**src/rtl/flw_pkg.sv**
```systemverilog
package flw_pkg;

    localparam int DUR_W = 11;

    localparam logic [1:0] CHG_CODE_DEF    = 2'b11;
    localparam logic [1:0] SETTLE_CODE_DEF = 2'b10;

    localparam logic [DUR_W-1:0] CHG_BASE_UNITS    = DUR_W'(5);
    localparam logic [DUR_W-1:0] SETTLE_BASE_UNITS = DUR_W'(200);

    typedef enum logic [1:0] {
        PH_IDLE   = 2'd0,
        PH_CHARGE = 2'd1,
        PH_SETTLE = 2'd2,
        PH_TRACK  = 2'd3
    } phase_e;

    // Each code step doubles the phase length.
    function automatic logic [DUR_W-1:0] charge_units(input logic [1:0] code);
        return CHG_BASE_UNITS << code;
    endfunction

    function automatic logic [DUR_W-1:0] settle_units(input logic [1:0] code);
        return SETTLE_BASE_UNITS << code;
    endfunction

endpackage

```
**src/rtl/flw_cfg.sv**
```systemverilog
module flw_cfg
    import flw_pkg::*;
(
    input  logic       clk,
    input  logic       rst_n,
    input  logic       sw_reset,
    input  logic       sel_we,
    input  logic [1:0] chg_sel,
    input  logic [1:0] settle_sel,
    output logic [1:0] chg_code,
    output logic [1:0] settle_code
);

    typedef struct packed {
        logic [1:0] chg;
        logic [1:0] settle;
    } cfg_t;

    cfg_t cfg_d, cfg_q;

    always_comb begin
        cfg_d = cfg_q;
        if (sw_reset) begin
            cfg_d.chg    = CHG_CODE_DEF;
            cfg_d.settle = SETTLE_CODE_DEF;
        end else if (sel_we) begin
            cfg_d.chg    = chg_sel;
            cfg_d.settle = settle_sel;
        end
    end

    always_ff @(posedge clk or negedge rst_n) begin
        if (!rst_n) begin
            cfg_q.chg    <= CHG_CODE_DEF;
            cfg_q.settle <= SETTLE_CODE_DEF;
        end else begin
            cfg_q <= cfg_d;
        end
    end

    assign chg_code    = cfg_q.chg;
    assign settle_code = cfg_q.settle;

    AST_CFG_DEFAULTS: assert property (@(posedge clk) disable iff (!rst_n)
        sw_reset |=> (chg_code == CHG_CODE_DEF) && (settle_code == SETTLE_CODE_DEF));

endmodule

```
**src/rtl/flw_timer.sv**
```systemverilog
module flw_timer
    import flw_pkg::*;
#(
    parameter int HALF_US_CLKS = 4
) (
    input  logic             clk,
    input  logic             rst_n,
    input  logic             load,
    input  logic [DUR_W-1:0] load_units,
    input  logic             run,
    output logic             expire
);

    localparam int PW = (HALF_US_CLKS > 1) ? $clog2(HALF_US_CLKS) : 1;
    localparam logic [PW-1:0] PRE_LAST = PW'(HALF_US_CLKS - 1);

    typedef struct packed {
        logic [PW-1:0]    pre;
        logic [DUR_W-1:0] rem;
    } tmr_t;

    tmr_t tmr_d, tmr_q;
    logic unit_tick;

    always_comb begin
        unit_tick = run && (tmr_q.pre == PRE_LAST);
        expire    = unit_tick && (tmr_q.rem == DUR_W'(1));
        tmr_d     = tmr_q;
        if (load) begin
            tmr_d.pre = '0;
            tmr_d.rem = load_units;
        end else if (run) begin
            tmr_d.pre = unit_tick ? '0 : tmr_q.pre + 1'b1;
            if (unit_tick) begin
                tmr_d.rem = tmr_q.rem - 1'b1;
            end
        end
    end

    always_ff @(posedge clk or negedge rst_n) begin
        if (!rst_n) begin
            tmr_q <= '0;
        end else begin
            tmr_q <= tmr_d;
        end
    end

    AST_RUN_COUNT_LIVE: assert property (@(posedge clk) disable iff (!rst_n)
        run |-> (tmr_q.rem != '0));

endmodule

```
**src/rtl/fastlock_seq.sv**
```systemverilog
module fastlock_seq
    import flw_pkg::*;
#(
    parameter int HALF_US_CLKS = 4
) (
    input  logic       clk,
    input  logic       rst_n,
    input  logic       sw_reset,
    input  logic       retune,
    input  logic       div_mode,
    input  logic       sense_mode,
    input  logic       sel_we,
    input  logic [1:0] chg_sel,
    input  logic [1:0] settle_sel,
    output logic       fl_active,
    output logic       unlock_force,
    output logic       aux_pump_en,
    output logic       fl_done
);

    typedef struct packed {
        phase_e phase;
        logic   done;
    } seq_t;

    seq_t             seq_d, seq_q;
    logic [1:0]       chg_code, settle_code;
    logic             mode_ok, tmr_load, tmr_run, tmr_expire;
    logic [DUR_W-1:0] tmr_units;

    flw_cfg u_cfg (
        .clk         (clk),
        .rst_n       (rst_n),
        .sw_reset    (sw_reset),
        .sel_we      (sel_we),
        .chg_sel     (chg_sel),
        .settle_sel  (settle_sel),
        .chg_code    (chg_code),
        .settle_code (settle_code)
    );

    flw_timer #(.HALF_US_CLKS(HALF_US_CLKS)) u_timer (
        .clk        (clk),
        .rst_n      (rst_n),
        .load       (tmr_load),
        .load_units (tmr_units),
        .run        (tmr_run),
        .expire     (tmr_expire)
    );

    assign mode_ok = div_mode & sense_mode;
    assign tmr_run = (seq_q.phase == PH_CHARGE) || (seq_q.phase == PH_SETTLE);

    always_comb begin
        seq_d      = seq_q;
        seq_d.done = 1'b0;
        tmr_load   = 1'b0;
        tmr_units  = '0;
        if (sw_reset || !mode_ok) begin
            seq_d.phase = PH_IDLE;
        end else if (retune) begin
            seq_d.phase = PH_CHARGE;
            tmr_load    = 1'b1;
            tmr_units   = charge_units(chg_code);
        end else begin
            unique case (seq_q.phase)
                PH_CHARGE: if (tmr_expire) begin
                    seq_d.phase = PH_SETTLE;
                    tmr_load    = 1'b1;
                    tmr_units   = settle_units(settle_code);
                end
                PH_SETTLE: if (tmr_expire) begin
                    seq_d.phase = PH_TRACK;
                    seq_d.done  = 1'b1;
                end
                default: ;
            endcase
        end
    end

    always_ff @(posedge clk or negedge rst_n) begin
        if (!rst_n) begin
            seq_q.phase <= PH_IDLE;
            seq_q.done  <= 1'b0;
        end else begin
            seq_q <= seq_d;
        end
    end

    assign fl_active    = mode_ok && tmr_run;
    assign unlock_force = mode_ok && (seq_q.phase == PH_SETTLE);
    assign aux_pump_en  = mode_ok && (seq_q.phase == PH_SETTLE);
    assign fl_done      = seq_q.done;

    AST_MODE_OFF_IDLE: assert property (@(posedge clk) disable iff (!rst_n)
        !mode_ok |=> (seq_q.phase == PH_IDLE));
    AST_SETTLE_AFTER_CHARGE: assert property (@(posedge clk) disable iff (!rst_n)
        ((seq_q.phase == PH_SETTLE) && ($past(seq_q.phase) != PH_SETTLE))
            |-> ($past(seq_q.phase) == PH_CHARGE));
    AST_DONE_SINGLE: assert property (@(posedge clk) disable iff (!rst_n)
        fl_done |=> !fl_done);
    AST_DONE_FROM_SETTLE: assert property (@(posedge clk) disable iff (!rst_n)
        fl_done |-> ($past(seq_q.phase) == PH_SETTLE));
    AST_SWRST_IDLE: assert property (@(posedge clk) disable iff (!rst_n)
        sw_reset |=> (seq_q.phase == PH_IDLE) && !fl_done);

endmodule

```
**config.mk**
```make
export PLATFORM = sky130hd
export DESIGN_NAME = fastlock_seq
export DESIGN_NICKNAME = d
export VERILOG_FILES = /design/src/rtl/flw_pkg.sv /design/src/rtl/flw_cfg.sv /design/src/rtl/flw_timer.sv /design/src/rtl/fastlock_seq.sv
export SDC_FILE = /design/constraint.sdc
export NUM_CORES = 1
export LEC_CHECK = 0
export ABC_AREA = 1
export ABC_CLOCK_PERIOD_IN_PS = 1500
export BUFFER_PORTS_ARGS = -buffer_cell sky130_fd_sc_hd__buf_4
export CAP_MARGIN = 20
export CORE_ASPECT_RATIO = 1.2
export CORE_MARGIN = 3
export CORE_UTILIZATION = 49
export CTS_CLUSTER_DIAMETER = 150
export DETAILED_ROUTE_END_ITERATION = 10
export PLACE_DENSITY_LB_ADDON = 0.12
export SLEW_MARGIN = 10
export SYNTH_ARGS = -nofsm -noshare
export SYNTH_HDL_FRONTEND = slang
export SYNTH_SLANG_ARGS = --single-unit
```
**constraint.sdc**
```tcl
create_clock -name clk -period 1.5 [get_ports clk]
set_input_delay 0.375 -clock clk [delete_from_list [all_inputs] [get_ports clk]]
set_output_delay 0.375 -clock clk [all_outputs]
set_load 0.005 [all_outputs]
```
# --- Word-level counts from Yosys, hierarchy flattened ---
# Index checks and enable logic that the tools add are counted.
# W data, S select, Z words.
word_totals:
  word_cells: 52
  in_bits: 11
  reg_bits: 20
  out_inout_bits: 4
classes:
  shifts: 2
  mux: 22
  n_reduce_logical: 13
  bitwise_logic: 1
  add_sub_neg: 2
  n_eq_ne: 6
op_table:
  columns: ["op", "n"]
  rows:
  - ["$mux W11", 5]
  - ["$mux W13", 2]
  - ["$eq A11 B1 Y1 const B", 1]
  - ["$shl A3 B2 Y11 const A", 1]
  - ["$shl A8 B2 Y11 const A", 1]
  - ["$sub A11 B1 Y11 const B", 1]
  - ["$mux W2", 4]
  - ["$mux W4", 2]
  - ["$mux W1", 7]
  - ["$reduce_bool A2 Y1", 3]
  - ["$eq A2 B2 Y1 const B", 2]
  - ["$logic_and A1 B1 Y1", 4]
  - ["$ne A4 B3 Y1 const B", 1]
  - ["$ne A4 B4 Y1 const B", 1]
  - ["$pmux W2 S2", 1]
  - ["$reduce_bool A4 Y1", 1]
  - ["$mux W3", 1]
  - ["$reduce_and A3 Y1", 1]
  - ["$add A2 B1 Y2 const B", 1]
  - ["$eq A2 B1 Y1 const B", 1]
  - ["$logic_or A1 B1 Y1", 2]
  - ["$reduce_and A2 Y1", 1]
  - ["$and A1 B1 Y1", 1]
  - ["$logic_not A1 Y1", 1]

# --- Longest topological paths before layout ---
logic_depth:
  depth_word: 10
  depth_mapped: 13
  depth_no_buf: 12

# --- Modules after synthesis ---
# Synthesis repeated with hierarchy kept, for this count alone.
hier_totals:
  hier_cells: 195
  hier_area_um2: 1431.4
by_module_without_submodules:
  columns: ["module", "area_each_um2", "instances", "cells_each", "seq_area_each_um2"]
  rows:
  - ["flw_timer", 834.6, 1, 111, 325.3]
  - ["fastlock_seq", 431.7, 1, 65, 75.1]
  - ["flw_cfg", 165.2, 1, 19, 103.8]

# --- Least setup slack after synthesis ---
# No wires, ideal clock.
synth_timing:
  kind: "reg-to-reg"
  from: "reg seq_q[1] (netlist name)"
  to: "reg u_timer.tmr_q[10] (netlist name)"
  setup_ns: 0.113
  required_time_ns: 1.387
  stages_incl_launch_ff: 14
  synth_period_minus_slack_ns: 1.667
  path_buffers: 1
  arrival_ns: 1.553
  slack_ns: -0.167
  path_cell_list: "dfrtp_1 > inv_1 > ha_1 > inv_2 > nand3_1 > nor2_1 > nand2_2 > nand2_2 > nand2_4 > buf_6 > nand2_1 > nand3_1 > nand2_1 > inv_1"
synth_via:
  elab_chain_len: 10
  word_cells_on_any_way: 17
  classes_between: "eq/ne: 2; mux: 9; reduce/logical: 6"
synth_rtl:
  columns: ["element", "line_no", "source"]
  rows:
  - ["from (decl)", "fastlock_seq.sv:26", "seq_t seq_d, seq_q;"]
  - ["from (signal assigned)", "fastlock_seq.sv:86", "seq_q <= seq_d;"]
  - ["$eq A2 B1 Y1 or $eq A2 B2 Y1 (tied branches)", "fastlock_seq.sv:52, fastlock_seq.sv:66", null]
  - ["$logic_or A1 B1 Y1", "fastlock_seq.sv:52", "assign tmr_run = (seq_q.phase == PH_CHARGE) || (seq_q.phase == PH_SETTLE);"]
  - ["$logic_and A1 B1 Y1", "flw_timer.sv:26", "unit_tick = run && (tmr_q.pre == PRE_LAST);"]
  - ["$logic_and A1 B1 Y1", "flw_timer.sv:27", "expire = unit_tick && (tmr_q.rem == DUR_W'(1));"]
  - ["$mux W1", "fastlock_seq.sv:67", "PH_CHARGE: if (tmr_expire) begin"]
  - ["$mux W1", "fastlock_seq.sv:66", "unique case (seq_q.phase)"]
  - ["$mux W1", "fastlock_seq.sv:61", "end else if (retune) begin"]
  - ["$mux W1", "fastlock_seq.sv:59", "if (sw_reset || !mode_ok) begin"]
  - ["$reduce_bool A2 Y1 (no line)", null, null]
  - ["$reduce_and A2 Y1 (no line)", null, null]
  - ["to (signal assigned)", "flw_timer.sv:44", "tmr_q <= tmr_d;"]
  - ["to (decl)", "flw_timer.sv:22", "tmr_t tmr_d, tmr_q;"]
# Several ways; a longest one is shown, not always the timed one.
# A chain may end at the register's enable or synchronous reset.

# --- Final worst setup path ---
layout_timing:
  from: "reg seq_q[1] (netlist name)"
  to: "reg u_timer.tmr_q[5] (netlist name)"
# The elaborated chain is that of the path after synthesis.

==> flow_summary.rst <==
.. list-table::
   :header-rows: 1

   * - Metric
     - Value
   * - Clock latency on the worst-skew pair
     - 300 ps
   * - Worst Setup Slack, final
     - -167 ps
   * - Fin crit period
     - around 1700 ps
   * - RSZ-0062 raised after global routing
     - yes
   * - Count of unique library cells instantiated by Yosys
     - 27
   * - Net count after synthesis
     - 233
   * - Most common cell after layout, fill and taps aside
     - sky130_fd_sc_hd__nand2_1
   * - Number of fillers in the final layout
     - 207
   * - Worst hold path type
     - in2reg
   * - Number of iterations in the first detailed-routing pass
     - 7
   * - Layout overhead on the synthesized area
     - 47.9%
   * - Post-route clock skew
     - 2.76 ps
   * - Final core utilization
     - 76.9%
   * - Upper clock frequency limit
     - ~0.60 GHz
   * - Finish-stage setup viols
     - 18
   * - Fraction of layout instances using a drive strength above 1
     - 39.7%
   * - Nets@finish
     - roughly 290
   * - Total power
     - about 2200 µW
   * - Most common flop cell mapped by yosys
     - sky130_fd_sc_hd__dfrtp_1
   * - Synthesized cell area
     - 1480 µm²
   * - Routed wirelength normalized by instance count
     - 14.7 µm
   * - Detailed-route vias per instance
     - 5.50
   * - Capturing element type of the critical path
     - register
   * - Total number of vias
     - 1655
   * - Biggest area consumer among synthesized cells
     - sky130_fd_sc_hd__dfrtp_1
   * - Vias in the first global route
     - ~1600
   * - Total of warnings raised by yosys
     - 0
   * - Req. time, crit path
     - about 1700 ps
   * - Total gr overflow
     - 0
   * - Leading cell types by total area after synthesis
     - sky130_fd_sc_hd__dfrtp_1 29%, sky130_fd_sc_hd__nand2_1 16%, sky130_fd_sc_hd__nand3_1 9.2%
   * - Part of the Yosys area used for sequential elements
     - 34.2%
   * - Clock tree from TritonCTS
     - done
   * - Gate count of the mapped netlist
     - 213
   * - Number of pins with negative max-slew slack in the final report
     - 0
   * - Root Buffer Master
     - sky130_fd_sc_hd__clkbuf_4
   * - Top library cells by usage in the layout, fill and taps aside
     - 59 x sky130_fd_sc_hd__nand2_1, 42 x sky130_fd_sc_hd__buf_4, 25 x sky130_fd_sc_hd__inv_1
   * - Run status
     - finished, violations left
   * - Launching element type of the critical path
     - register
   * - Number of standard-cell rows in the floorplan
     - 21
   * - Worst hold margin
     - approximately 250 ps
   * - Power per Cell Area
     - 1030 nW/µm²
   * - GP Congestion
     - 0.941
   * - Post-Route WL
     - 4420 µm
   * - Diode count
     - 0
   * - Starting Density
     - 52.0%
   * - Die Y-Extent
     - 66.1 µm
   * - Maximum root-to-sink buffer count
     - 2
   * - Total I/O pin count
     - 15
   * - Final Hold Viols
     - 0
   * - Standard cell core area
     - ~2800 µm²
   * - Proportion of register bits with asynchronous set or reset after synthesis
     - 100%
   * - Arrival time at the worst endpoint
     - 1870 ps
   * - Final worst path period share
     - 111%
   * - Worst VDD drop
     - 0.771 mV
   * - Total clock buffers created by CTS
     - 3
   * - Number of violations of the max-capacitance limit
     - 0
   * - Largest net degree at the start of global routing
     - 21
   * - Seq cells post-synth
     - 20
   * - Sink Count
     - 20
   * - Maximum fanout encountered on the critical timing path
     - 8
   * - Number of H-tree levels
     - 1
   * - Mean instance size in the synthesized netlist
     - 6.93 µm²
   * - Starting DRC count in detailed routing
     - 94
   * - Leakage power figure
     - 0.00112 µW
   * - Port Buffer Count
     - 14
   * - Clock edge transition at the registers on the reported setup and hold paths
     - 120 ps
   * - Fraction of synthesized cell area taken by the top area cell type
     - 28.8%
   * - DRC violations left
     - 0
   * - Failing checks
     - setup timing
   * - Post-detailed-placement half-perimeter wirelength
     - just under 3000 µm
   * - Detail Route Antenna Nets
     - 0
   * - CP Class
     - reg2reg
   * - Number of flops mapped to enable cells by yosys
     - 0
   * - Overall routing resource usage
     - a little under a quarter
   * - Worst slew slack as a fraction of its limit
     - roughly four fifths
   * - Antenna violations before repair
     - 0
   * - Global-route wire length before repair
     - between 6000 and 7000 µm
   * - Horizontal die dimension
     - 56.1 µm
   * - Die ar.
     - 3710 µm²
   * - Transition time at the pin with the least slew margin
     - 278 ps
## cells in the mapped netlist, drive strengths merged (2+ instances only)
master	instances
buf	3
a21oi	5
o21ai	16
nand4	2
dfrtp	17
o22ai	2
xor2	2
nor2	20
nor3	2
inv	31
nand3	27
nand2	67
or2	2
ha	9
dfstp	3
## metrics by stage
stage	std cells	setup TNS, ps	setup slack [ps]	area, µm²
detailed placement	285	-1310	-176	1820
finish	301	-1900	-167	2180
floorplan	213	-316	-46.2	1500
CTS	295	-1700	-165	1960
global route	301	-3450	-264	2180
global placement	285	-672	-122	1820
## kinds of logic after synthesis
logic type | count (synthesis) | synth area share, %
fa+ha+maj | 9 | 7.63
flops | 20 | 34.2
xor+xnor | 2 | 1.19
compound gates | 25 | 9.50
simple gates | 122 | 37.3
buf+inv | 35 | 10.2
## worst paths after layout
path,start,to,slack [ps],cells past startpoint
min in group asynchronous,rst_n,u_timer.tmr_q[2]$_DFFE_PN0P_,470,2
max,seq_q[1]$_DFFE_PN0P_,u_timer.tmr_q[5]$_DFFE_PN0P_,-170,11
max reg2reg,seq_q[1]$_DFFE_PN0P_,u_timer.tmr_q[5]$_DFFE_PN0P_,-170,11
max in group asynchronous,rst_n,u_cfg.settle_code[1]$_DFFE_PN1P_,750,2
min reg2reg,u_cfg.chg_code[0]$_DFFE_PN1P_,u_cfg.chg_code[0]$_DFFE_PN1P_,530,2
min,sel_we,u_cfg.chg_code[1]$_DFFE_PN1P_,250,2
## layer usage
| metal | global-route usage (%) | vias up | part of all wire [%] |
|---|---|---|---|
| li1 | - | 795 | - |
| met1 | 25.8 | 779 | 39 |
| met2 | 44.6 | 66 | 54 |
| met4 | 10.1 | 0 | 2.4 |
| met5 | 0 | - | 0 |
| met3 | 3.32 | 15 | 4.8 |
## where the power goes
part	internal, µW	switching [µW]	leakage (µW)
Clock	104	181	0.0000150
Combinational	502	625	0.000865
Sequential	690	140	0.000245
## registers in the layout (all words and copies together), names as in the netlist
signal	flops
u_timer.tmr_q	13
seq_q	2
u_cfg.chg_code	2
u_cfg.settle_code	2
fl_done	1
## layout make-up
class                      count  area (µm²)  area share (%)
inverter                      31         121            5.56
tap                           34        42.5            1.95
timing repair buffer          53         438            20.1
clock buffer                   4        26.3            1.20
multi-input combinational    159        1050            48.1
sequential                    20         504            23.1
## timing repair
item	4_1_cts	5_1_grt
setup buffers	4	6
setup endpoints to repair	18	19
resized for setup	16	40
hold endpoints to repair	17	0
cloned	1	0
pin swaps	3	9
hold buffers	1	0
## critical path, stage by stage (launching register included)
cell and delay, ps:
sky130_fd_sc_hd__dfrtp_1 410, sky130_fd_sc_hd__inv_2 70, sky130_fd_sc_hd__ha_4 210, sky130_fd_sc_hd__inv_4 80, sky130_fd_sc_hd__nand3_4 70, sky130_fd_sc_hd__nor2_4 130, sky130_fd_sc_hd__nand2_4 90, sky130_fd_sc_hd__nand2_8 110
sky130_fd_sc_hd__nand2_8 100, sky130_fd_sc_hd__buf_6 160, sky130_fd_sc_hd__nand3_2 70, sky130_fd_sc_hd__nand3_2 70
Note: power is estimated with default switching activity, not from simulation.
